==> src/rtl/txpoll_pkg.sv <==
package txpoll_pkg;

  typedef enum logic [1:0] {
    ST_SUSP = 2'd0,
    ST_POLL = 2'd1,
    ST_RUN  = 2'd2
  } txp_state_e;

  // Number of prescaled ticks in one interval for a given code.
  // Code 0 yields 0 (disabled); code c yields base * 2^(c-1).
  function automatic int unsigned poll_ticks(input int unsigned code,
                                             input int unsigned base);
    if (code == 0) return 0;
    return base << (code - 1);
  endfunction

endpackage

==> src/rtl/txpoll_prescaler.sv <==
module txpoll_prescaler #(
  parameter int unsigned PRESCALE = 4
) (
  input  logic clk,
  input  logic rst_n,
  input  logic clear,
  input  logic enable,
  output logic tick
);

  generate
    if (PRESCALE <= 1) begin : g_direct
      assign tick = enable && !clear;
    end else begin : g_count
      localparam int unsigned PW = $clog2(PRESCALE);
      localparam logic [PW-1:0] LAST = PW'(PRESCALE - 1);
      logic [PW-1:0] pre_cnt;

      assign tick = enable && !clear && (pre_cnt == LAST);

      always_ff @(posedge clk) begin
        if (!rst_n || clear) begin
          pre_cnt <= '0;
        end else if (enable) begin
          if (pre_cnt == LAST) pre_cnt <= '0;
          else                 pre_cnt <= pre_cnt + 1'b1;
        end
      end

      // Ticks are at least PRESCALE cycles apart.
      assert_tick_spacing_R3: assert property (@(posedge clk) disable iff (!rst_n)
        tick |=> !tick);

      assert_pre_bound_R3: assert property (@(posedge clk) disable iff (!rst_n)
        pre_cnt <= LAST);
    end
  endgenerate

endmodule

==> src/rtl/txpoll_interval.sv <==
module txpoll_interval #(
  parameter int unsigned CODE_W     = 3,
  parameter int unsigned BASE_TICKS = 2,
  parameter int unsigned TICK_W     = 8
) (
  input  logic              clk,
  input  logic              rst_n,
  input  logic              restart,
  input  logic              tick,
  input  logic [CODE_W-1:0] code,
  output logic              expire
);

  logic [TICK_W-1:0] tick_cnt;
  logic [TICK_W-1:0] lim_m1;
  logic              code_on;

  always_comb begin
    lim_m1  = TICK_W'(txpoll_pkg::poll_ticks(int'(code), BASE_TICKS) - 1);
    code_on = (code != '0);
    expire  = code_on && tick && (tick_cnt == lim_m1);
  end

  always_ff @(posedge clk) begin
    if (!rst_n || restart) begin
      tick_cnt <= '0;
    end else if (tick) begin
      if (expire) tick_cnt <= '0;
      else        tick_cnt <= tick_cnt + 1'b1;
    end
  end

  // Tick count never runs past the limit of the code in force.
  assert_count_bound_R3: assert property (@(posedge clk) disable iff (!rst_n)
    (code_on && !restart && !$past(restart)) |-> (tick_cnt <= lim_m1));

  // A restart always leaves the count empty.
  assert_restart_clears_R4: assert property (@(posedge clk) disable iff (!rst_n)
    restart |=> (tick_cnt == '0));

endmodule

==> src/rtl/txpoll_fsm.sv <==
module txpoll_fsm
  import txpoll_pkg::*;
(
  input  logic       clk,
  input  logic       rst_n,
  input  logic       timer_expire,
  input  logic       demand_i,
  input  logic       own_valid_i,
  input  logic       own_dma_i,
  input  logic       done_host_i,
  output txp_state_e state,
  output logic       fetch_req
);

  txp_state_e state_nx;
  logic       poll_fire;

  always_comb begin
    poll_fire = (state == ST_SUSP) && (timer_expire || demand_i);
    state_nx  = state;
    unique case (state)
      ST_SUSP: if (poll_fire) state_nx = ST_POLL;
      ST_POLL: if (own_valid_i) state_nx = own_dma_i ? ST_RUN : ST_SUSP;
      ST_RUN:  if (done_host_i) state_nx = ST_SUSP;
      default: state_nx = ST_SUSP;
    endcase
  end

  always_ff @(posedge clk) begin
    if (!rst_n) state <= ST_SUSP;
    else        state <= state_nx;
  end

  assign fetch_req = (state == ST_POLL);

  assert_demand_polls_R5: assert property (@(posedge clk) disable iff (!rst_n)
    (state == ST_SUSP && demand_i) |=> (state == ST_POLL));

  assert_req_held_R6: assert property (@(posedge clk) disable iff (!rst_n)
    (state == ST_POLL && !own_valid_i) |=> (state == ST_POLL && fetch_req));

  assert_dma_runs_R7: assert property (@(posedge clk) disable iff (!rst_n)
    (state == ST_POLL && own_valid_i && own_dma_i) |=> (state == ST_RUN));

  assert_host_suspends_R7: assert property (@(posedge clk) disable iff (!rst_n)
    (state == ST_POLL && own_valid_i && !own_dma_i) |=> (state == ST_SUSP));

  assert_run_holds_R8: assert property (@(posedge clk) disable iff (!rst_n)
    (state == ST_RUN && !done_host_i) |=> (state == ST_RUN));

  assert_done_suspends_R9: assert property (@(posedge clk) disable iff (!rst_n)
    (state == ST_RUN && done_host_i) |=> (state == ST_SUSP));

endmodule

==> src/rtl/txpoll_ctrl.sv <==
module txpoll_ctrl
  import txpoll_pkg::*;
#(
  parameter int unsigned CODE_W     = 3,
  parameter int unsigned PRESCALE   = 4,
  parameter int unsigned BASE_TICKS = 2
) (
  input  logic              clk,
  input  logic              rst_n,
  input  logic [CODE_W-1:0] poll_code_i,
  input  logic              demand_i,
  input  logic              own_valid_i,
  input  logic              own_dma_i,
  input  logic              done_host_i,
  output logic              fetch_req_o,
  output logic [1:0]        state_o
);

  localparam int unsigned MAX_CODE  = (1 << CODE_W) - 1;
  localparam int unsigned MAX_TICKS = poll_ticks(MAX_CODE, BASE_TICKS);
  localparam int unsigned TICK_W    = $clog2(MAX_TICKS + 1);

  logic [CODE_W-1:0] code_q;
  logic              code_change;
  logic              restart;
  logic              count_en;
  logic              tick;
  logic              timer_expire;
  txp_state_e        state;

  // Last code seen, to detect reprogramming.
  always_ff @(posedge clk) begin
    if (!rst_n) code_q <= '0;
    else        code_q <= poll_code_i;
  end

  assign code_change = (poll_code_i != code_q);
  assign restart     = (state != ST_SUSP) || code_change;
  assign count_en    = (state == ST_SUSP) && (poll_code_i != '0);

  txpoll_prescaler #(
    .PRESCALE (PRESCALE)
  ) u_pre (
    .clk    (clk),
    .rst_n  (rst_n),
    .clear  (restart),
    .enable (count_en),
    .tick   (tick)
  );

  txpoll_interval #(
    .CODE_W     (CODE_W),
    .BASE_TICKS (BASE_TICKS),
    .TICK_W     (TICK_W)
  ) u_ival (
    .clk     (clk),
    .rst_n   (rst_n),
    .restart (restart),
    .tick    (tick),
    .code    (poll_code_i),
    .expire  (timer_expire)
  );

  txpoll_fsm u_fsm (
    .clk          (clk),
    .rst_n        (rst_n),
    .timer_expire (timer_expire),
    .demand_i     (demand_i),
    .own_valid_i  (own_valid_i),
    .own_dma_i    (own_dma_i),
    .done_host_i  (done_host_i),
    .state        (state),
    .fetch_req    (fetch_req_o)
  );

  assign state_o = state;

  assert_no_autopoll_R2: assert property (@(posedge clk) disable iff (!rst_n)
    (state_o == 2'd0 && poll_code_i == '0 && !demand_i) |=> (state_o == 2'd0));

  assert_code_restart_R4: assert property (@(posedge clk) disable iff (!rst_n)
    (state_o == 2'd0 && code_change && !demand_i) |=> (state_o == 2'd0));

  assert_one_outstanding_R8: assert property (@(posedge clk) disable iff (!rst_n)
    (state_o != 2'd0) |=> (state_o != 2'd1 || $past(state_o) == 2'd1));

endmodule

==> config.mk <==
export PLATFORM = sky130hd
export DESIGN_NAME = txpoll_ctrl
export DESIGN_NICKNAME = d
export VERILOG_FILES = /design/src/rtl/txpoll_pkg.sv /design/src/rtl/txpoll_prescaler.sv /design/src/rtl/txpoll_interval.sv /design/src/rtl/txpoll_fsm.sv /design/src/rtl/txpoll_ctrl.sv
export SDC_FILE = /design/constraint.sdc
export NUM_CORES = 1
export LEC_CHECK = 0
export BUFFER_PORTS_ARGS = -buffer_cell sky130_fd_sc_hd__buf_4
export CORE_MARGIN = 4
export CORE_UTILIZATION = 50
export CTS_CLUSTER_SIZE = 28
export DETAILED_ROUTE_END_ITERATION = 6
export PLACE_DENSITY = 0.77
export SYNTH_ARGS = -nofsm -noshare
export SYNTH_HDL_FRONTEND = slang
export SYNTH_SLANG_ARGS = --single-unit
export TNS_END_PERCENT = 5
==> constraint.sdc <==
create_clock -name clk -period 3.5 [get_ports clk]
set_input_delay 0.7 -clock clk [delete_from_list [all_inputs] [get_ports clk]]
set_output_delay 0.7 -clock clk [all_outputs]
set_load 0.02 [all_outputs]
## Yosys cells after proc, flatten, opt, wreduce, memory -nomap -nowiden

Index checks and enable logic that the tools add are counted.

- Bits in latches: 0
- Memory bits (writable): 0
- Memories: 0
- Register bits after elaboration: 15
- Bits in read-only memories: 0
- Logic and storage cells: 42

- Order comparisons: 0
- Reduce and logical (&&, ||, !) cells: 16
- Shifts and indexed selects: 1
- Equal/unequal tests: 8
- Multiplexer cells: 9
- Div/mod/pow operators: 0
- Multiply operators: 0
- Add/subtract/negate cells: 4
- Bitwise gates (word level): 0

Operator list:

| operator | count |
|---|---|
| $shl 2x32->8 const A | 1 |
| $mux 8 | 2 |
| $mux 2 | 5 |
| $add 8x1->8 const B | 1 |
| $eq 8x8->1 | 1 |
| $sub 8x1->8 const B | 1 |
| $logic_and 1x1->1 | 6 |
| $pmux 2 s3 | 1 |
| $eq 2x2->1 const B | 2 |
| $ne 2x2->1 const B | 2 |
| $sub 3x1->4 const B | 1 |
| $logic_not 3->1 | 1 |
| $logic_or 1x1->1 | 3 |
| $ne 3x3->1 | 1 |
| $reduce_and 3->1 | 1 |
| $reduce_bool 3->1 | 1 |
| $add 2x1->2 const B | 1 |
| $eq 2x1->1 const B | 1 |
| $logic_not 1->1 | 2 |
| $logic_not 2->1 | 1 |
| $ne 2x1->1 const B | 1 |
| $reduce_bool 2->1 | 1 |
| $mux 1 | 1 |

## Logic depth before layout (Yosys ltp)

- Word-level depth: 11
- Depth in mapped cells: 13
- Gate-level depth less buffers: 12

## Cells and area by module

Synthesis repeated with hierarchy kept, for this count alone.

- Cells, all modules: 123
- Area total of the unflattened synthesis: 1111.1 um2

By module, submodules not included:

| module | area an instance (um2) | times used | seq. area each (um2) | cells an instance |
|---|---|---|---|---|
| txpoll_interval | 789.5 | 1 | 160.2 | 92 |
| txpoll_ctrl | 125.1 | 1 | 60.1 | 12 |
| txpoll_prescaler | 105.1 | 1 | 40.0 | 10 |
| txpoll_fsm | 91.3 | 1 | 40.0 | 9 |

## Worst setup path before layout

Ideal clock, no wire load.

- Path kind: in2reg
- Start point: in poll_code_i[0]
- End point: reg u_fsm.state[0]
- Data required time: 3.380 ns
- Arrival: 3.155 ns
- Stages on the path: 13
- Slack: 0.226 ns
- Library setup time: 0.120 ns
- Buffers on the path: 1
- Path through: buf_2 inv_1 ha_1 or3_2 o21ai_0 nand3_1 ha_1 xnor2_1 nor2_1 mux2i_1 a2bb2oi_1 a2111oi_4 o31a_1

- Cells in the longest elaborated chain, start to end: 11
- Elaborated cells between the ends (all ways): 20
- Classes of those cells: 2 x add/sub; 3 x eq/ne; 1 x shift; 2 x mux; 12 x reduce/logical

RTL lines:

| item | line | text |
|---|---|---|
| start, declared | txpoll_ctrl.sv:10 | `input logic [CODE_W-1:0] poll_code_i,` |
| parallel branches: the longest is 6 deep, another holds $sub 8x1->8 | -- |  |
| $logic_and 1x1->1 * | txpoll_interval.sv:21 | `expire = code_on && tick && (tick_cnt == lim_m1);` |
| $logic_or 1x1->1 * | txpoll_fsm.sv:19 | `poll_fire = (state == ST_SUSP) && (timer_expire \|\| demand_i);` |
| $logic_and 1x1->1 * | txpoll_fsm.sv:19 |  |
| $ne 2x1->1 (no line) * | -- |  |
| $reduce_and 3->1 (no line) * | -- |  |
| end signal, assigned | txpoll_fsm.sv:31 | `else state <= state_nx;` |
| end, declared | txpoll_fsm.sv:11 | `output txp_state_e state,` |

Every way passes the cells marked *.
A chain may end at the register's enable or synchronous reset.

## Worst setup path after layout

- Start point: in poll_code_i[0]
- End point: reg u_ival.tick_cnt[2]

- Cells in the longest elaborated chain, start to end: 8
- Elaborated cells between the ends (all ways): 18
- Classes of those cells: 2 x add/sub; 2 x eq/ne; 1 x shift; 3 x mux; 10 x reduce/logical

RTL lines:

| item | line | text |
|---|---|---|
| parallel branches: the longest is 8 deep, another holds $sub 8x1->8 | -- |  |
| end signal, assigned | txpoll_interval.sv:29 | `else tick_cnt <= tick_cnt + 1'b1;` |
| end, declared | txpoll_interval.sv:14 | `logic [TICK_W-1:0] tick_cnt;` |

Several ways; the timed one is not identified.

==> impl_metrics.csv <==
group,metric,value,unit
clock_tree,cts_hold_buf,0,
worst_hold_path,worstHoldPathType,"flop to flop",
synth,syn_area_per_cell,8.40,sq um
route,wl,2260,microns
clock_tree,path_clk_slew,0.09,ns
run,drv_cap,0,
grt,antenna_found_initial,0,
outcome,status,"complete, no violations",
final_layout,n_fill_cell,194,
grt,track_usage,19.7,%
synth,synth_top_area_share,28.1,%
synth,ys_types,42,
floorplanning,die_w,54.2,microns
timing,maxSlewHeadroom,68.1,%
place,dp_hpwl,1740,microns
synth,synth_area_leaders,"dfxtp_1, xnor2_1, xor2_1",
clock_tree,clk_latency,0.29,ns
route,dr.pass1.iters,4,
final_layout,final_nets,154,
critical_path,crit_type,"input port to flop",
final_layout,multi_input_area,709,sq um
place,portBuffers,11,
final_layout,drive_gt1_share,17.3,%
timing,finalHoldViolCount,0,
route,drtIter0Drc,11,
synth,synth.most_common_cell,"dfxtp_1",
grt,grt_pass1_vias,920,
critical_path,path_cells,"buf_4 > inv_1 > ha_1 > or3_2 > o21ai_0 > nand3_1 > ha_1 > xnor2_1 > and3_1 > a2bb2oi_1 > a2111oi_4 > nor3_1",
floorplanning,io_pins,12,
timing,post-route-period-util,91.2,%
clock_tree,cts_made_buffers,3,
critical_path,critPathSlowestCell,"a2111oi_4",
power_and_ir_drop,vdd_ir_drop_max,0.000220,V
timing,final.setup.tns,0,ns
final_layout,final-seq-area,300,sq um
synth,synthesis.nets,141,
clock_tree,cts_tree,"built",
synth,syn_area,0.00107,sq mm
floorplanning,fp-row-count,16,
synth,synth_seq_cells,15,
floorplanning,die_h,54.2,microns
synth,synth-seq-area-share,28.1,%
final_layout,syn_to_final_growth,12.7,%
synth,synth_cells,127,
timing,max_freq,0.313,GHz
floorplanning,start_util,53.3,%
clock_tree,clock-sinks,15,
power_and_ir_drop,p_leak,0.453,nW
critical_path,max_stage_delay,0.53,ns
timing,slew_violations,0,
route,viasPerCell,5.72,
synth,synth_ff_type,"dfxtp_1",
synth,synth_async_sr_flop_share,0,%
critical_path,cpMostUsedCell,"ha_1",
critical_path,required,3.66,ns
critical_path,end_kind,"flop",
synth,yosysWarnings,0,
timing,rsz0062_at_grt,"false",
power_and_ir_drop,p_per_area,299,mW/mm^2
route,ant_nets,0,
critical_path,crit_buf_inv,2,
floorplanning,die_area,0.00294,sq mm
synth,synth_edf_count,0,
clock_tree,cts_root_buf,"clkbuf_4",
place,gp_congestion,0.798,
grt,grt_first_pass_wirelength,4110,microns
critical_path,cp.arrival,3.35,ns
timing,fin_crit,3.19,ns
route,wl_per_cell,13.6,microns
final_layout,antenna_cells,0,
clock_tree,cts.path.max_buffers,2,
critical_path,cp_top_family,"simple AND/OR/NAND/NOR gates",
critical_path,crit_path_start_kind,"input port",
synth,synth_top_cell_by_area,"dfxtp_1",
timing,tightest_slew,0.478,ns
clock_tree,post_cts_resized,0,
timing,fin_skew,0.00665,ns
clock_tree,cts_setup_buffers,0,
route,route.detailed.drc,0,
route,via_count,950,
clock_tree,htreeDepth,1,
final_layout,utilization,60.1,%
grt,grt_max_degree,13,
grt,grt_overflow,0,
floorplanning,core_area,0.00200,sq mm
timing,setup_viol,0,
critical_path,crit_fanout,8,
## area by class of cell
type                            count  share of cell area, %
Tap cell                           27                   2.81
Clock buffer                        3                   1.87
Multi-Input combinational cell     99                   59.0
Inverter                            7                   2.19
Clock inverter                      1                  0.416
Timing Repair Buffer               14                   8.74
Sequential cell                    15                   25.0
## power by group
group	switching (W)	internal (W)	total, W
Clock	0.0000586	0.0000425	0.000101
Combinational	0.0000446	0.0000370	0.0000816
Sequential	0.00000276	0.000174	0.000177
Total	0.000106	0.000254	0.000360
## flip-flops by register name, summed over array words and instances, names as in the netlist
register and cells:
u_ival.tick_cnt 8, code_q 3, u_fsm.state 2, u_pre.g_count.pre_cnt 2
## tightest hold or removal path, stage by stage (launching register included)
cell and delay (ns):
dfxtp_1 0.32, nand2_1 0.05, a21oi_1 0.05
## routing by layer
metal  GRT usage, %  routed length [microns]  part of all wire (%)  up-vias
met5              0                        0                     0        -
met1           25.0                     1090                    48      445
li1               -                        -                     -      489
met3           5.82                       90                   4.0        4
met2           30.5                     1050                    46       12
met4           8.71                       31                   1.4        0
## per-stage QoR
step                      setup WS (ns)  hold WS, ns  power (W)  cell area (sq um)  std cells
final                             0.310        0.465   0.000360               1200        166
after floorplan                   0.226        0.440   0.000240               1070        127
after global routing              0.156        0.516   0.000384               1200        166
after CTS                         0.346        0.472   0.000362               1200        166
after detailed placement         0.0527        0.459   0.000262               1170        162
after global placement            0.147        0.447   0.000260               1170        162
## kinds of logic (layout without fill, tap and decap cells)
kind of cell,Yosys count,count (layout),share of synthesized area (%)
simple gates,51,51,27.1
compound gates,26,26,19.5
xor+xnor,16,16,13.1
flops,15,15,28.1
buf+inv,13,25,5.39
fa+ha+maj,5,5,5.86
mux,1,1,0.938
## layout by cell type, fill, tap and decap left out, drive strengths merged, types with 2 or more instances in the layout
master    n
a211o     3
a21oi     5
a2bb2oi   2
and2      3
and3      3
buf      14
clkbuf    3
dfxtp    15
ha        5
inv       7
nand2     6
nand2b    3
nand3     3
nand3b    2
nand4     8
nor2      8
nor2b     2
nor3      8
o21ai     4
o31a      2
xnor2     8
xor2      8
## path summary, 6_finish.rpt
kind                                               start                  endpoint  slack, ns  cells after the start
worst min-delay path            u_pre.g_count.pre_cnt[1]  u_pre.g_count.pre_cnt[1]       0.47                      2
worst max register to register        u_ival.tick_cnt[5]        u_ival.tick_cnt[2]       1.45                      6
worst min register to register  u_pre.g_count.pre_cnt[1]  u_pre.g_count.pre_cnt[1]       0.47                      2
worst max-delay path                      poll_code_i[0]        u_ival.tick_cnt[2]       0.31                     12
(Power assumes the default switching activity.)
